[src/rtl/swd_pkg.sv]
package swd_pkg;
  parameter int M_W = 9;
  parameter int A_W = 4;
  localparam int MP_W = M_W + 1;
  typedef logic [M_W-1:0] m_t;
  typedef logic [A_W-1:0] a_t;
endpackage

[src/rtl/swd_cfg_fix.sv]
module swd_cfg_fix
  import swd_pkg::*;
(
  input  m_t   m_raw,
  input  a_t   a_raw,
  input  logic byp,
  output m_t   m_fix,
  output a_t   a_fix,
  output logic over
);
  logic [MP_W-1:0] m_plus;
  logic [MP_W-1:0] a_wide;

  always_comb begin
    m_fix  = (m_raw == '0) ? m_t'(1) : m_raw;
    m_plus = MP_W'(m_fix) + MP_W'(1);
    a_wide = MP_W'(a_raw);
    over   = !byp && (a_wide > m_plus);
    if (byp)       a_fix = '0;
    else if (over) a_fix = m_plus[A_W-1:0];
    else           a_fix = a_raw;
  end
endmodule

[src/rtl/swd_count.sv]
module swd_count #(
  parameter int W = 4
) (
  input  logic         clk,
  input  logic         en,
  input  logic         clr,
  input  logic [W-1:0] lim,
  output logic [W-1:0] cnt_q,
  output logic [W-1:0] cnt_d,
  output logic         at_lim
);
  always_comb begin
    if (clr)                      cnt_d = '0;
    else if (en && cnt_q != lim)  cnt_d = cnt_q + W'(1);
    else                          cnt_d = cnt_q;
  end

  always_ff @(posedge clk) cnt_q <= cnt_d;

  assign at_lim = (cnt_q == lim);
endmodule

[src/rtl/swallow_divider.sv]
module swallow_divider
  import swd_pkg::*;
(
  input  logic           clk,
  input  logic           rst,
  input  logic           pre_tick,
  input  logic [M_W-1:0] m_set,
  input  logic [A_W-1:0] a_set,
  input  logic           byp_set,
  output logic           mod11,
  output logic           div_pulse,
  output logic           a_clamped
);
  m_t   m_fix, act_m, mcnt_q, mcnt_d;
  a_t   a_fix, act_a, scnt_q, scnt_d, nxt_a;
  logic over, act_byp, nxt_byp, m_hit, s_full, bound, load;

  swd_cfg_fix u_fix (
    .m_raw(m_set), .a_raw(a_set), .byp(byp_set),
    .m_fix(m_fix), .a_fix(a_fix), .over(over)
  );

  assign bound = pre_tick && m_hit && !rst;
  assign load  = rst || bound;

  swd_count #(.W(M_W)) u_main (
    .clk(clk), .en(pre_tick), .clr(load), .lim(act_m),
    .cnt_q(mcnt_q), .cnt_d(mcnt_d), .at_lim(m_hit)
  );

  swd_count #(.W(A_W)) u_swal (
    .clk(clk), .en(pre_tick && !act_byp), .clr(load), .lim(act_a),
    .cnt_q(scnt_q), .cnt_d(scnt_d), .at_lim(s_full)
  );

  assign nxt_byp = load ? byp_set : act_byp;
  assign nxt_a   = load ? a_fix   : act_a;

  always_ff @(posedge clk) begin
    if (load) begin
      act_m     <= m_fix;
      act_a     <= a_fix;
      act_byp   <= byp_set;
      a_clamped <= over;
    end
    mod11     <= !nxt_byp && (scnt_d < nxt_a);
    div_pulse <= bound;
  end
endmodule

[config.mk]
export PLATFORM = sky130hd
export DESIGN_NAME = swallow_divider
export DESIGN_NICKNAME = d
export VERILOG_FILES = /design/src/rtl/swd_pkg.sv /design/src/rtl/swd_cfg_fix.sv /design/src/rtl/swd_count.sv /design/src/rtl/swallow_divider.sv
export SDC_FILE = /design/constraint.sdc
export NUM_CORES = 1
export LEC_CHECK = 0
export ABC_CLOCK_PERIOD_IN_PS = 4900
export BUFFER_PORTS_ARGS = -buffer_cell sky130_fd_sc_hd__buf_2
export CELL_PAD_IN_SITES_DETAIL_PLACEMENT = 1
export CELL_PAD_IN_SITES_GLOBAL_PLACEMENT = 1
export CORE_MARGIN = 3
export CORE_UTILIZATION = 44
export DETAILED_ROUTE_END_ITERATION = 8
export PLACE_DENSITY = 0.88
export SLEW_MARGIN = 20
export SYNTH_ARGS = -nofsm -noshare
export SYNTH_HDL_FRONTEND = slang
export SYNTH_SLANG_ARGS = --single-unit
[constraint.sdc]
create_clock -name clk -period 4.9 [get_ports clk]
set_input_delay 0.735 -clock clk [delete_from_list [all_inputs] [get_ports clk]]
set_output_delay 0.735 -clock clk [all_outputs]
set_load 0.03 [all_outputs]
# Yosys cells after proc, flatten, opt, wreduce, memory -nomap -nowiden
# Index checks and enable logic that the tools add are counted.
op_classes:
  muxes: 7
  n_reduce_logical: 13
  eq_ne: 3
  n_addsub: 3
  order_cmp: 2
ops:
  columns: ["operator", "count"]
  rows:
  - ["4-bit two-way mux", 5]
  - ["9-bit by 1-bit adder with 10-bit output (second input constant)", 1]
  - ["4-bit by 10-bit > comparator with 1-bit output", 1]
  - ["9-bit by 1-bit adder with 9-bit output (second input constant)", 1]
  - ["9-bit == test", 1]
  - ["9-bit logical NOT", 1]
  - ["9-bit two-way mux", 1]
  - ["9-bit inequality test", 1]
  - ["1-bit logical AND", 7]
  - ["4-bit by 1-bit adder with 4-bit output (second input constant)", 1]
  - ["1-bit logical NOT", 4]
  - ["4-bit less-than comparator", 1]
  - ["4-bit inequality test", 1]
  - ["1-bit logical OR", 1]
  - ["1-bit two-way mux", 1]
totals:
  output_inout_bits: 3
  input_bits: 17
  word_cells: 36
  ff_bits: 30

# Longest topological paths before layout
depth:
  depth_word: 10
  ltp_mapped: 16
  ltp_nobuf: 15

# By module
# Synthesis repeated with hierarchy kept, for this count alone.
unflattened:
  cells_unflattened: 171
  hier_area_um2: 1776.7
by_module_without_submodules:
  columns: ["mod", "instances", "seq_area_each_um2", "area_per_inst_um2", "cells_per_inst"]
  rows:
  - ["swallow_divider", 1, 440.4, 635.6, 40]
  - ["swd_count at u_main", 1, 180.2, 566.8, 64]
  - ["swd_cfg_fix", 1, 0.0, 337.8, 44]
  - ["swd_count at u_swal", 1, 80.1, 236.5, 23]

# Worst setup path before layout
# OpenSTA, ideal clock, no wires.
synth_path:
  path_kind: "input -> register"
  startpoint: "input m_set[8]"
  endpoint: "register mod11"
  stages: 15
  required_ps: 4826
  path_slack_ps: 1181
  path_buffers: 1
  arrival_time_ps: 3645
  cell_sequence: "nor4_1 a21o_1 ha_1 xnor2_1 ha_1 and3_1 o21ai_0 a21oi_1 or3_1 buf_6 mux2_4 o22a_1 ha_1 a211o_1 a31oi_1"
synth_via:
  elab_chain_cells: 10
synth_rtl:
  columns: ["element", "line_no", "text"]
  rows:
  - ["start, declared", "swallow_divider.sv:7", "input logic [M_W-1:0] m_set,"]
  - ["9-bit logical NOT", "swd_cfg_fix.sv:15", "m_fix = (m_raw == '0) ? m_t'(1) : m_raw;"]
  - ["9-bit two-way mux (*)", "swd_cfg_fix.sv:15", null]
  - ["9-bit by 1-bit adder with 10-bit output (*)", "swd_cfg_fix.sv:16", "m_plus = MP_W'(m_fix) + MP_W'(1);"]
  - ["4-bit by 10-bit > comparator with 1-bit output", "swd_cfg_fix.sv:18", "over = !byp && (a_wide > m_plus);"]
  - ["1-bit logical AND", "swd_cfg_fix.sv:18", null]
  - ["4-bit two-way mux (*)", "swd_cfg_fix.sv:20", "else if (over) a_fix = m_plus[A_W-1:0];"]
  - ["4-bit two-way mux (*)", "swd_cfg_fix.sv:19", "if (byp) a_fix = '0;"]
  - ["4-bit two-way mux (*)", null, null]
  - ["4-bit less-than comparator (*)", "swallow_divider.sv:46", "mod11 <= !nxt_byp && (scnt_d < nxt_a);"]
  - ["1-bit logical AND (*)", "swallow_divider.sv:46", null]
  - ["end signal, assigned", "swallow_divider.sv:46", null]
  - ["end, declared", "swallow_divider.sv:10", "output logic mod11,"]
# Mark *: on every way between the ends. The rest lies on a longest branch, timed or not.
# A chain may end at the register's enable or synchronous reset.

# Worst setup path after layout
layout_path:
  startpoint: "input m_set[2]"
  endpoint: "register mod11"
# The elaborated chain is that of the path after synthesis.

==> impl_summary.md <==
Outcome
The run finished with clean final reports.

Synthesis
Summing the areas of all compound-gate instances in the mapped netlist gives 10.3% of the synthesized area. The mux cell area share after synthesis is 3.35%. The gate count of the mapped netlist is 177. After synthesis, the mean cell area works out to 9.51 sq um. Summing every instance area after synthesis gives 1680 sq um. The total nets after synthesis is 203.

The synthesized netlist devotes 6.69% of its cell area to adder and majority cells. In this run, synthesis produced a sequential element count of 30. The Yosys step of the flow raised 0 warnings. The share of the Yosys chip area taken by registers is 41.6%. The simple-gate portion of the synthesized area is 18.3%. By area, the combinational part of the netlist is dominated by simple AND/OR/NAND/NOR gates. Yosys mapped the design onto 43 distinct sky130hd cell types. Summing the areas of all xor and xnor instances in the mapped netlist gives 14.1% of the synthesized area.

GRT
The via count of the first global-routing pass is 1,447. The number of antenna violations at the first check in global routing came to 0. The final global-route overflow total is 0. The first global-routing pass estimated 6830 microns of wire. Entering global routing, the biggest net connects 33 pins. Global routing used 20.1% of the available tracks.

Flow run
The number of maximum-capacitance violations is 0.

Detailed routing
For this block, the routed nets add up to 3840 microns of wire. The post-route DRC violation count is 0. The antenna violation net count after detailed routing is 0. The starting DRC count in detailed routing is 62. The detailed-routing iteration count for the pre-antenna-repair pass is 4. Across all layers, the routed design uses 1,335 vias. The average routed wire per standard cell is 16.1 microns. Using the TritonRoute via totals, the vias-per-cell ratio works out to 5.59.

Timing
The max-slew headroom at the worst pin is 70.2%. The top achievable clock speed is 244 MHz. The setup clock skew after layout is 0.00821 ns. At the pin with the least slew margin, the transition time is 0.444 ns. Hold is met by 0.531 ns. Setup violations remaining at the end of the flow were counted as 0. The final critical path time including I/O delays and setup is 4.09 ns. Setup repair after global routing left no endpoint under its margin.

The final count of pins violating max slew is 0. The final hold violation count is 0. The total negative setup slack is 0 ns. The final clock period utilization by the worst path is 83.5%.

Critical path
Data on the critical path arrives at its endpoint at 4.31 ns. The number of buffers and inverters on the critical path is 1. Of all nets on the critical path, the largest fanout is 7.

The category of cells accounting for the largest share of critical-path delay is simple AND/OR/NAND/NOR gates. The library cell appearing most often on the critical path is ha_1. The biggest cell delay along the critical path is 0.42 ns. The signal on the critical path passes through buf_2 -> nor4_1 -> a21o_1 -> ha_1 -> xnor2_1 -> ha_1 -> and3_1 -> and3_1 -> a21oi_1 -> or3_1 -> mux2i_1 -> o22a_1 -> ha_1 -> a211o_1 -> a31oi_1. The cell at the slowest stage of the critical path is nor4_1. The kind of launch point of the worst setup path is an input port. The required time of the worst setup path is 5.12 ns.

The startpoint-to-endpoint class of the critical path is input port to flip-flop. STA classifies the critical path endpoint as a flip-flop.

Floorplan
The floorplan core area is 3490 sq um. In this run the core area contains 21 standard-cell rows. Pin placement for this block handled 20 I/O pins. From bottom edge to top edge, the die measures 67.8 microns.

The die is 67.8 microns wide. Once the floorplan was initialized, standard cells occupied 48.2% of the core. The die covers 4600 sq um.

Power
The leakage power of the design is 0.000815 uW. The power per standard cell area is 304 nW/um^2. Across the VDD grid, the largest voltage drop is 0.171 mV.

Finish
Counting the fill cells in the layout gives 416. In the final layout, the multi-input gates occupy 887 sq um. The layout overhead on the synthesized area is 11.7%. The post-route netlist has 18.1% of its cells at a drive strength greater than 1. The layout net count is 218. The antenna diode instance count is 0. The total area of sequential cells is 701 sq um.

Clock network
The maximum level of the CTS H-tree is 2. After clock tree synthesis, the clock-pin slew on the worst setup and hold paths is 0.07 ns. The CTS tree is built. Clock tree synthesis selected as its root buffer the cell clkbuf_8. Gates resized during post-CTS repair numbered 0. The later pin in the worst-skew pair is clocked with a latency of 0.29 ns.

CTS saw 30 sinks. The maximum clock path buffer count is 2. The hold-fix buffer count after cts is 0. The total setup buffers inserted after CTS is 0.

The number of clock buffers inserted by TritonCTS is 5.

Placed design
Buffers placed on the I/O ports in this run total 19. The total half-perimeter wirelength after legalization and detailed placement is 2880 microns. The last weighted congestion value of the routability-driven placer is 0.752.

Min path
The worst hold-check path type is flip-flop to flip-flop.
==> final timing paths <==
check             cells after the start     start  endpoint  slack [ns]
setup reg to reg                      8  act_m[3]     mod11        2.37
hold / removal                        1   act_byp   act_byp        0.53
setup / recovery                     15  m_set[2]     mod11        0.81
hold reg to reg                       1   act_byp   act_byp        0.53
==> kinds of logic (layout without fill, tap and decap cells) <==
group                      count (synthesis)  count (layout)
DFF                                       30              30
and+or+nand+nor                           60              60
adders and majority gates                  9               9
xor gates and xnor gates                  27              27
AOI/OAI and AO/OA                         24              24
buffers and inverters                     22              38
muxes                                      5               5
==> stage by stage <==
stage | power [uW] | util (%) | setup WS [ns] | cells | area (sq um)
after global placement | 361 | 51.1 | 0.860 | 231 | 1790
after detailed placement | 368 | 51.1 | 0.608 | 231 | 1790
after CTS | 577 | 53.8 | 0.829 | 239 | 1880
after floorplan | 340 | - | 1.18 | 177 | 1680
final | 572 | 53.8 | 0.807 | 239 | 1880
after global routing | 599 | 53.8 | 0.561 | 239 | 1880
==> final cells by class <==
class	count	share of cell area [%]
multi-input combinational	125	47.2
sequential	30	37.3
timing repair buffer	20	5.46
clock buffer	6	4.39
tap	46	3.06
inverter	10	2.00
clock inverter	2	0.665
==> layer usage <==
layer	vias to the layer above	part of all wire, %	global-route usage (%)
met3	9	4.1	4.93
met1	641	45	23.3
met2	38	49	36.3
met5	-	0	0
li1	647	-	-
met4	0	1.4	5.96
==> registers in the layout, summed over array words and instances, names as in the netlist <==
name          count
u_main.cnt_q      9
act_byp           1
div_pulse         1
mod11             1
act_a             4
u_swal.cnt_q      4
a_clamped         1
act_m             9
==> cell usage after synthesis, drive strengths merged <==
cell / count / area [sq um]
a211o: 1 / 8.76
o31ai: 1 / 7.51
edfxtp: 10 / 300
nand2b: 2 / 12.5
a41o: 1 / 10.0
mux2i: 3 / 30.0
a41oi: 1 / 8.76
or3b: 1 / 8.76
inv: 10 / 37.5
mux2: 2 / 26.3
clkbuf: 9 / 33.8
nor4: 4 / 25.0
or4: 1 / 7.51
and3: 5 / 32.5
a31oi: 1 / 6.26
xnor2: 10 / 87.6
a311oi: 1 / 8.76
xor2: 17 / 149
nand3: 8 / 45.0
o22a: 3 / 26.3
dfxtp: 20 / 400
a21o: 4 / 30.0
o311a: 1 / 11.3
o22ai: 3 / 18.8
dlygate4sd1: 1 / 8.76
or2: 1 / 6.26
nor2: 16 / 60.1
o21ai: 2 / 10.0
nand4: 3 / 18.8
nand2: 10 / 37.5
buf: 2 / 15.0
nor3b: 1 / 7.51
nor3: 5 / 25.0
nor2b: 1 / 6.26
a21oi: 4 / 20.0
or3: 1 / 6.26
o211ai: 1 / 7.51
and4: 1 / 8.76
ha: 9 / 113
==> placed cells by master, fill, tap and decap left out, types with 7 or more instances in the layout <==
| master | count |
|---|---|
| xor2_1 | 17 |
| xnor2_1 | 10 |
| nand2_1 | 10 |
| dfxtp_1 | 20 |
| nor2_1 | 16 |
| ha_1 | 9 |
| inv_1 | 10 |
| nand3_1 | 7 |
| edfxtp_1 | 10 |
| buf_2 | 19 |
==> power breakdown <==
group | switching (uW) | internal [uW]
Combinational | 48.4 | 36.2
Sequential | 9.13 | 270
Clock | 95.4 | 113
Total | 153 | 419
No activity file was read; power rests on OpenSTA's default activity.
